**config.mk**
```make
export PLATFORM = sky130hd
export DESIGN_NAME = sparse24_dot
export DESIGN_NICKNAME = d
export VERILOG_FILES = /design/src/rtl/sp24_pkg.sv /design/src/rtl/sp24_gather.sv /design/src/rtl/sp24_mac_pair.sv /design/src/rtl/sp24_accum.sv /design/src/rtl/sparse24_dot.sv
export SDC_FILE = /design/constraint.sdc
export NUM_CORES = 1
export LEC_CHECK = 0
export BUFFER_PORTS_ARGS = -buffer_cell sky130_fd_sc_hd__buf_2
export CAP_MARGIN = 20
export CORE_MARGIN = 2
export CORE_UTILIZATION = 55
export DETAILED_ROUTE_END_ITERATION = 10
export HOLD_SLACK_MARGIN = 0.06
export PLACE_DENSITY = 0.75
export SYNTH_ARGS = -nofsm -noshare
export SYNTH_HDL_FRONTEND = slang
export SYNTH_SLANG_ARGS = --single-unit
```
**constraint.sdc**
```tcl
create_clock -name clk -period 9.69 [get_ports clk]
set_input_delay 0.4845 -clock clk [delete_from_list [all_inputs] [get_ports clk]]
set_output_delay 0.4845 -clock clk [all_outputs]
set_load 0.02 [all_outputs]
```
**src/rtl/sp24_pkg.sv**
```systemverilog
package sp24_pkg;
  // number of weights per compressed group and kept entries per group
  localparam int LANES = 4;
  localparam int KEEP  = 2;
  localparam int IDX_W = $clog2(LANES);

  typedef logic [IDX_W-1:0] lane_idx_t;
endpackage

```
**src/rtl/sp24_gather.sv**
```systemverilog
// Steers the two activations named by the position metadata.
module sp24_gather
  import sp24_pkg::*;
#(
  parameter int DATA_W = 8
) (
  input  logic [LANES*DATA_W-1:0] act_vec,
  input  lane_idx_t               sel0,
  input  lane_idx_t               sel1,
  output logic signed [DATA_W-1:0] pick0,
  output logic signed [DATA_W-1:0] pick1,
  output logic                    dup
);
  logic signed [DATA_W-1:0] lane [LANES];
  logic [LANES-1:0] hit0;
  logic [LANES-1:0] hit1;

  for (genvar g = 0; g < LANES; g++) begin : g_lane
    assign lane[g] = act_vec[g*DATA_W +: DATA_W];
    assign hit0[g] = (sel0 == IDX_W'(g));
    assign hit1[g] = (sel1 == IDX_W'(g));
  end

  // AND-OR selection: one level of gating plus an OR tree per bit
  always_comb begin
    pick0 = '0;
    pick1 = '0;
    for (int i = 0; i < LANES; i++) begin
      pick0 = pick0 | (hit0[i] ? lane[i] : '0);
      pick1 = pick1 | (hit1[i] ? lane[i] : '0);
    end
  end

  assign dup = |(hit0 & hit1);
endmodule

```
**src/rtl/sp24_mac_pair.sv**
```systemverilog
// Two signed multiplies and their sign-extended sum; a killed group yields zero.
module sp24_mac_pair #(
  parameter int DATA_W = 8,
  localparam int PROD_W = 2 * DATA_W,
  localparam int SUM_W  = PROD_W + 1
) (
  input  logic signed [DATA_W-1:0] wa,
  input  logic signed [DATA_W-1:0] wb,
  input  logic signed [DATA_W-1:0] xa,
  input  logic signed [DATA_W-1:0] xb,
  input  logic                     kill,
  output logic signed [SUM_W-1:0]  pair_sum
);
  logic signed [PROD_W-1:0] prod_a;
  logic signed [PROD_W-1:0] prod_b;

  assign prod_a = wa * xa;
  assign prod_b = wb * xb;

  always_comb begin
    if (kill) pair_sum = '0;
    else      pair_sum = {prod_a[PROD_W-1], prod_a} + {prod_b[PROD_W-1], prod_b};
  end
endmodule

```
**src/rtl/sp24_accum.sv**
```systemverilog
// Running sum per dot product with registered result and strobe.
module sp24_accum #(
  parameter int SUM_W      = 17,
  parameter int ACC_W      = 24,
  parameter int MAX_GROUPS = 64,
  localparam int CNT_W     = $clog2(MAX_GROUPS + 1) + 1
) (
  input  logic                    clk,
  input  logic                    rst,
  input  logic                    beat_ok,
  input  logic                    beat_last,
  input  logic                    beat_err,
  input  logic signed [SUM_W-1:0] contrib,
  output logic signed [ACC_W-1:0] res_q,
  output logic                    res_valid_q
);
  logic signed [ACC_W-1:0] acc_q;
  logic signed [ACC_W-1:0] base;
  logic signed [ACC_W-1:0] contrib_ext;
  logic signed [ACC_W-1:0] next_sum;
  logic                    fresh_q;

  // a new dot product starts from zero without spending a clear cycle
  assign base        = fresh_q ? '0 : acc_q;
  assign contrib_ext = {{(ACC_W-SUM_W){contrib[SUM_W-1]}}, contrib};
  assign next_sum    = base + contrib_ext;

  always_ff @(posedge clk) begin
    if (rst) begin
      acc_q       <= '0;
      fresh_q     <= 1'b1;
      res_q       <= '0;
      res_valid_q <= 1'b0;
    end else begin
      res_valid_q <= beat_ok && beat_last;
      if (beat_ok) begin
        acc_q   <= next_sum;
        fresh_q <= beat_last;
        if (beat_last) res_q <= next_sum;
      end
    end
  end

  // ---- checking logic: group count and a one-bit-wider sum ----
  logic [CNT_W-1:0]    cnt_q;
  logic [CNT_W-1:0]    cnt_next;
  logic signed [ACC_W:0] wide_sum;

  assign cnt_next = fresh_q ? CNT_W'(1)
                  : ((cnt_q > CNT_W'(MAX_GROUPS)) ? cnt_q : cnt_q + CNT_W'(1));
  assign wide_sum = {base[ACC_W-1], base} + {contrib_ext[ACC_W-1], contrib_ext};

  always_ff @(posedge clk) begin
    if (rst)          cnt_q <= '0;
    else if (beat_ok) cnt_q <= beat_last ? '0 : cnt_next;
  end


  rst_state_chk: assert property (@(posedge clk) rst |=> (!res_valid_q && res_q == '0));


  res_strobe_chk: assert property (@(posedge clk) disable iff (rst)
    res_valid_q |-> $past(beat_ok && beat_last));


  res_hold_chk: assert property (@(posedge clk) disable iff (rst)
    !(beat_ok && beat_last) |=> $stable(res_q));


  err_no_add_chk: assert property (@(posedge clk) disable iff (rst)
    (beat_ok && beat_err) |=> (acc_q == $past(base)));


  no_overflow_chk: assert property (@(posedge clk) disable iff (rst)
    (beat_ok && cnt_next <= CNT_W'(MAX_GROUPS)) |-> (wide_sum[ACC_W] == wide_sum[ACC_W-1]));
endmodule

```
**src/rtl/sparse24_dot.sv**
```systemverilog
// Two-of-four compressed-weight dot-product engine.
module sparse24_dot
  import sp24_pkg::*;
#(
  parameter int  DATA_W     = 8,
  parameter int  MAX_GROUPS = 64,
  localparam int ACC_W      = 2 * DATA_W + $clog2(KEEP * MAX_GROUPS) + 1
) (
  input  logic                    clk,
  input  logic                    rst,
  input  logic                    in_valid,
  input  logic                    in_last,
  input  logic [DATA_W-1:0]       wt0,
  input  logic [DATA_W-1:0]       wt1,
  input  logic [IDX_W-1:0]        pos0,
  input  logic [IDX_W-1:0]        pos1,
  input  logic [LANES*DATA_W-1:0] act_vec,
  output logic                    res_valid,
  output logic [ACC_W-1:0]        res_data,
  output logic                    meta_err
);
  localparam int SUM_W = 2 * DATA_W + 1;

  logic signed [DATA_W-1:0] pick0;
  logic signed [DATA_W-1:0] pick1;
  logic                     dup;
  logic signed [SUM_W-1:0]  pair_sum;
  logic signed [ACC_W-1:0]  res_q;
  logic                     meta_err_q;

  sp24_gather #(.DATA_W(DATA_W)) u_gather (
    .act_vec (act_vec),
    .sel0    (pos0),
    .sel1    (pos1),
    .pick0   (pick0),
    .pick1   (pick1),
    .dup     (dup)
  );

  sp24_mac_pair #(.DATA_W(DATA_W)) u_mac (
    .wa       ($signed(wt0)),
    .wb       ($signed(wt1)),
    .xa       (pick0),
    .xb       (pick1),
    .kill     (dup),
    .pair_sum (pair_sum)
  );

  sp24_accum #(
    .SUM_W      (SUM_W),
    .ACC_W      (ACC_W),
    .MAX_GROUPS (MAX_GROUPS)
  ) u_accum (
    .clk         (clk),
    .rst         (rst),
    .beat_ok     (in_valid),
    .beat_last   (in_last),
    .beat_err    (dup),
    .contrib     (pair_sum),
    .res_q       (res_q),
    .res_valid_q (res_valid)
  );

  always_ff @(posedge clk) begin
    if (rst) meta_err_q <= 1'b0;
    else     meta_err_q <= in_valid && dup;
  end

  assign res_data = res_q;
  assign meta_err = meta_err_q;


  meta_flag_chk: assert property (@(posedge clk) disable iff (rst)
    meta_err |-> $past(in_valid && (pos0 == pos1)));


  idle_quiet_chk: assert property (@(posedge clk) disable iff (rst)
    !in_valid |=> (!res_valid && !meta_err));
endmodule

```
* After elaboration in Yosys (flattened, before gate mapping)
Cells that the tools add are included.
** Operators by class
- Add/sub/neg operators :: 2
- Multipliers :: 2
- Equality and inequality tests :: 6
- Mux-type cells :: 10
- Bitwise logic cells :: 7
- Reductions and logical operators :: 6
** Operators with widths (number)
- $mux W8 :: 8
- $or A8 B8 Y8 :: 6
- $mul A8 B8 Y16 :: 2
- $add A24 B17 Y24 :: 1
- $mux W24 :: 1
- $add A16 B16 Y17 :: 1
- $mux W17 :: 1
- $eq A2 B2 Y1 const B :: 4
- $and A4 B4 Y4 :: 1
- $eq A2 B1 Y1 const B :: 2
- $logic_not A2 Y1 :: 2
- $reduce_or A4 Y1 :: 1
- $logic_and A1 B1 Y1 :: 2
- $reduce_and A2 Y1 :: 1
** Word-level totals
- Register bits :: 51
- Input bits :: 56
- Output and inout bits :: 26
- Logic and storage cells :: 38

* Depth between registers and ports, before layout
- Word-level depth :: 9
- Depth in mapped cells :: 34
- Depth with buffers taken out :: 33

* Hierarchy
Synthesis repeated with hierarchy kept, for this count alone.
** Unflattened totals
- Cell total of the unflattened synthesis :: 1057
- Area total of the unflattened synthesis :: 9406.5 um^2
** By module, submodules not included
- sp24_mac_pair :: instances 1, cells an instance 587, area an instance 5491.5 um^2, seq. area each 0.0 um^2
- sp24_accum :: instances 1, cells an instance 445, area an instance 3459.6 um^2, seq. area each 1001.0 um^2
- sp24_gather :: instances 1, cells an instance 23, area an instance 426.7 um^2, seq. area each 0.0 um^2
- sparse24_dot :: instances 1, cells an instance 2, area an instance 28.8 um^2, seq. area each 20.0 um^2

* Least setup slack after synthesis
OpenSTA, ideal clock, no wires.
- Kind :: input to register
- Start point :: input port pos0[0]
- End point :: register u_accum.acc_q[23]
- Library setup time :: 135 ps
- Arrival :: 7819 ps
- Required time :: 9555 ps
- Setup slack :: 1736 ps
- Cell stages on the path :: 28
- Path buffers :: 1
- Cell sequence :: buf_2 -> mux4_2 -> and2_1 -> inv_1 -> fa_1 -> inv_1 -> fa_1 -> fa_1 -> fa_1 -> fa_1 -> inv_1 -> fa_1 -> inv_1 -> ha_1 -> a21oi_1 -> o21ai_0 -> or2_2 -> nor4_2 -> nor3_1 -> nor3_2 -> ha_1 -> a21o_1 -> a21o_1 -> a21o_1 -> a311oi_4 -> o31ai_2 -> xnor2_1 -> a211oi_2
** Between the ends
- Word-level cells in the longest chain between the ends :: 9
- Elaborated cells between the ends (all ways) :: 17
- Those cells by class :: add/sub (2); mul (1); eq/ne (3); mux (5); bitwise (4); reduce/logical (2)
** Ends and longest elaborated chain
- start, declared :: RTL line sparse24_dot.sv:15 : input logic [IDX_W-1:0] pos0,
- $eq A2 B1 Y1 / $logic_not A2 Y1 (equally long branches) :: RTL line sp24_gather.sv:20 : assign hit0[g] = (sel0 == IDX_W'(g));
- $mux W8 :: RTL line sp24_gather.sv:29 : pick0 = pick0 | (hit0[i] ? lane[i] : '0);
- $or A8 B8 Y8 (3 in a row) :: RTL line sp24_gather.sv:29
- $mul A8 B8 Y16 :: RTL line sp24_mac_pair.sv:17 : assign prod_a = wa * xa;
- $add A16 B16 Y17 :: RTL line sp24_mac_pair.sv:22 : else pair_sum = {prod_a[PROD_W-1], prod_a} + {prod_b[PROD_W-1], prod_b};
- $mux W17 (*) :: RTL line sp24_mac_pair.sv:21 : if (kill) pair_sum = '0;
- $add A24 B17 Y24 (*) :: RTL line sp24_accum.sv:26 : assign next_sum = base + contrib_ext;
- end signal, assigned :: RTL line sp24_accum.sv:37 : acc_q <= next_sum;
- end, declared :: RTL line sp24_accum.sv:17 : logic signed [ACC_W-1:0] acc_q;
Every way passes the cells marked *; elsewhere a longest branch is shown, timed or not.
A chain may end at the register's enable or synchronous reset.

* Worst setup path in the final report
- Start point :: input port pos0[0]
- End point :: register u_accum.acc_q[21]
Same word-level chain as after synthesis.

==> results.yml <==
outcome:
  outcome: "finished, final reports clean"
layout:
  fin_nets: 1276
  num-fill-cells: 1351
  area_growth_pct: 9.26
  final_cells: 1217
  insertedDiodeCount: 0
  final_util_pct: 60.8
  final_layout_size_suffix_gt1_share_pct: 13.1
yosys:
  synth_top_family_by_area: "adder cells"
  syn_area_um2: 8740
  synth_edf_count: 0
  synth_top_area_cell: "fa_1"
  yosys.area_share.simple_pct: 16.0
  synth_compound_area_share_pct: 10.5
  synthMuxAreaShare_pct: 5.36
  synth_xor_area_share_pct: 4.31
  synth.distinct_cells: 62
  yosys-top-cells-area: "fa_1, dfxtp_1, ha_1"
  post_synth_fa_ha_maj_area_fraction_pct: 44.0
  synth_commonest_cells: "inv_1, fa_1, ha_1, and2_1, nand2_1"
  ys_seq_area_share_pct: 11.7
  yosys_most_used_dff: "dfxtp_1"
  synthArstFlopShare_pct: 0
  synth_warnings: 0
  synthDominantCellAreaShare_pct: 33.2
  synth_nets: 1203
  postSynthCellCount: 927
  post-synth-top-count-cell: "inv_1"
  ys_ff_latch: 51
  avgSynthCellArea_um2: 9.43
run:
  maxCapViolCount: 0
critical_path:
  cp.required_ns: 9.89
  worstPathArrival_ns: 8.61
  cp-end-kind: "flop"
  cp-start-kind: "input port"
  crit_type: "in2reg"
  cp_max_fo: 10
clock_tree:
  clkLatencyLatePin_ns: 0.29
  post-cts-setup-buffers: 0
  cts_buffers: 5
  cts_resized: 0
  cts_tree: "built"
  htree_levels: 2
  path_clk_slew_ns: 0.06
  clockBufferDepth: 2
  holdBufCountCts: 0
  cts.sinks: 51
  clockRootBuffer: "clkbuf_16"
drt:
  first_pass_iters: 5
  vias_per_cell: 5.35
  route.detailed.drc: 0
  totalWireLength_mm: 19.1
  wire_per_inst_um: 15.7
  antenna_left: 0
  drt-initial-drc-count: 338
  via_count: 6506
timing:
  worst_pin_slew_ns: 0.981
  timing.fmax_ghz: 0.119
  hold_slack_ns: 0.454
  finalClockSkew_ns: 0.00603
  setup_viol: 0
  grt_setup_unrepaired: "false"
  maxSlewViolCount: 0
  fin_tns_setup_ns: 0
  post-route-min-period_ns: 8.41
  hold_viol: 0
  relSlewSlack_pct: 34.4
  post-route-period-util_pct: 86.8
placed_design:
  hpwlAfterDp_mm: 16.3
  dp.cells: 1208
  port_buffers: 81
  place.gp.congestion: 0.880
die:
  rows: 46
  die_h_um: 130
  io_pins: 82
  fp.coreArea_um2: 15700
  start_util_pct: 55.6
  die_x_um: 130
  dieArea_um2: 16900
grt:
  grt_max_degree: 41
  antenna_found_initial: 0
  grt_pass1_vias: 6562
  overflow: 0
  grt_pass1_wl_mm: 31.4
  grt_usage_pct: 23.6
hold_path:
  hold_class: "reg2reg"
-- critical path, cell delays in order --
cell      delay, ns
buf_2          0.32
mux2_2         0.38
o21ai_1        0.56
nor2_1         0.14
fa_1           0.59
fa_1           0.45
fa_1           0.60
fa_1           0.44
fa_1           0.51
inv_1          0.06
fa_1           0.47
inv_1          0.04
ha_1           0.33
a21oi_1        0.23
o21ai_0        0.12
or2_2          0.33
nor4_2         0.26
nor3_1         0.10
nor3_2         0.46
ha_1           0.39
a21o_1         0.19
a21o_1         0.16
a21o_1         0.20
a311oi_4       0.29
nor2_1         0.10
xnor2_1        0.14
a211oi_1       0.25
-- placed cells by master (no fill, tap or decap), types with 4 or more instances in the layout --
cell type  instances
inv_1            172
fa_1             145
buf_2             81
ha_1              75
and2_1            73
nand2_1           65
nor2_1            61
dfxtp_1           51
nor2b_1           31
xnor2_1           31
o21ai_0           22
a21oi_1           17
mux4_2            14
a21o_1            14
mux2i_1           13
xor2_1            12
a22o_1            11
nand2b_1          10
o21a_1             9
nor3_1             9
o21ai_1            6
a211oi_1           6
or2_2              5
clkbuf_16          5
a31oi_1            4
-- path summary, 6_finish.rpt --
path,to,depth (start not counted),start,slack [ns]
setup / recovery,u_accum.acc_q[21],27,pos0[0],1.28
hold / removal,u_accum.res_q[15],2,u_accum.res_q[15],0.45
setup reg to reg,u_accum.acc_q[20],13,u_accum.fresh_q,6.61
hold reg to reg,u_accum.res_q[15],2,u_accum.res_q[15],0.45
-- final cells by class --
class,instances,area [um^2],share of cell area [%]
Clock buffer,6,139,1.45
Timing Repair Buffer,84,432,4.52
Multi-Input combinational cell,686,7010,73.4
Sequential cell,51,1020,10.7
Inverter,172,646,6.76
Clock inverter,2,35.0,0.367
Tap cell,216,270,2.83
-- layer usage --
layer	vias up	track usage [%]	wire, um
met3	28	2.83	986
met5	-	0	0
li1	3099	-	-
met4	0	4.43	260
met2	178	41.4	9470
met1	3201	31.9	8380
-- flip-flops by register name (all words and copies together) (netlist names) --
name / flops
meta_err: 1
u_accum.acc_q: 24
u_accum.fresh_q: 1
u_accum.res_q: 24
u_accum.res_valid_q: 1
-- cell families (layout without fill, tap and decap cells) --
| logic type | Yosys count | count (layout) |
|---|---|---|
| adders and majority gates | 220 | 220 |
| buffers and inverters | 190 | 264 |
| AOI/OAI and AO/OA | 122 | 122 |
| and+or+nand+nor | 272 | 272 |
| xor gates and xnor gates | 43 | 43 |
| DFF | 51 | 51 |
| muxes | 29 | 29 |
-- metrics by stage --
step                instance area [um^2]  setup WS [ns]
finish                              9550           1.28
CTS                                 9540           1.29
floorplan                           8740           1.74
global placement                    9360           1.10
global route                        9550          0.742
detailed placement                  9360           1.02
Power is not shown: default switching activity piles up to over one toggle a cycle in this logic, so the estimate is an artifact.
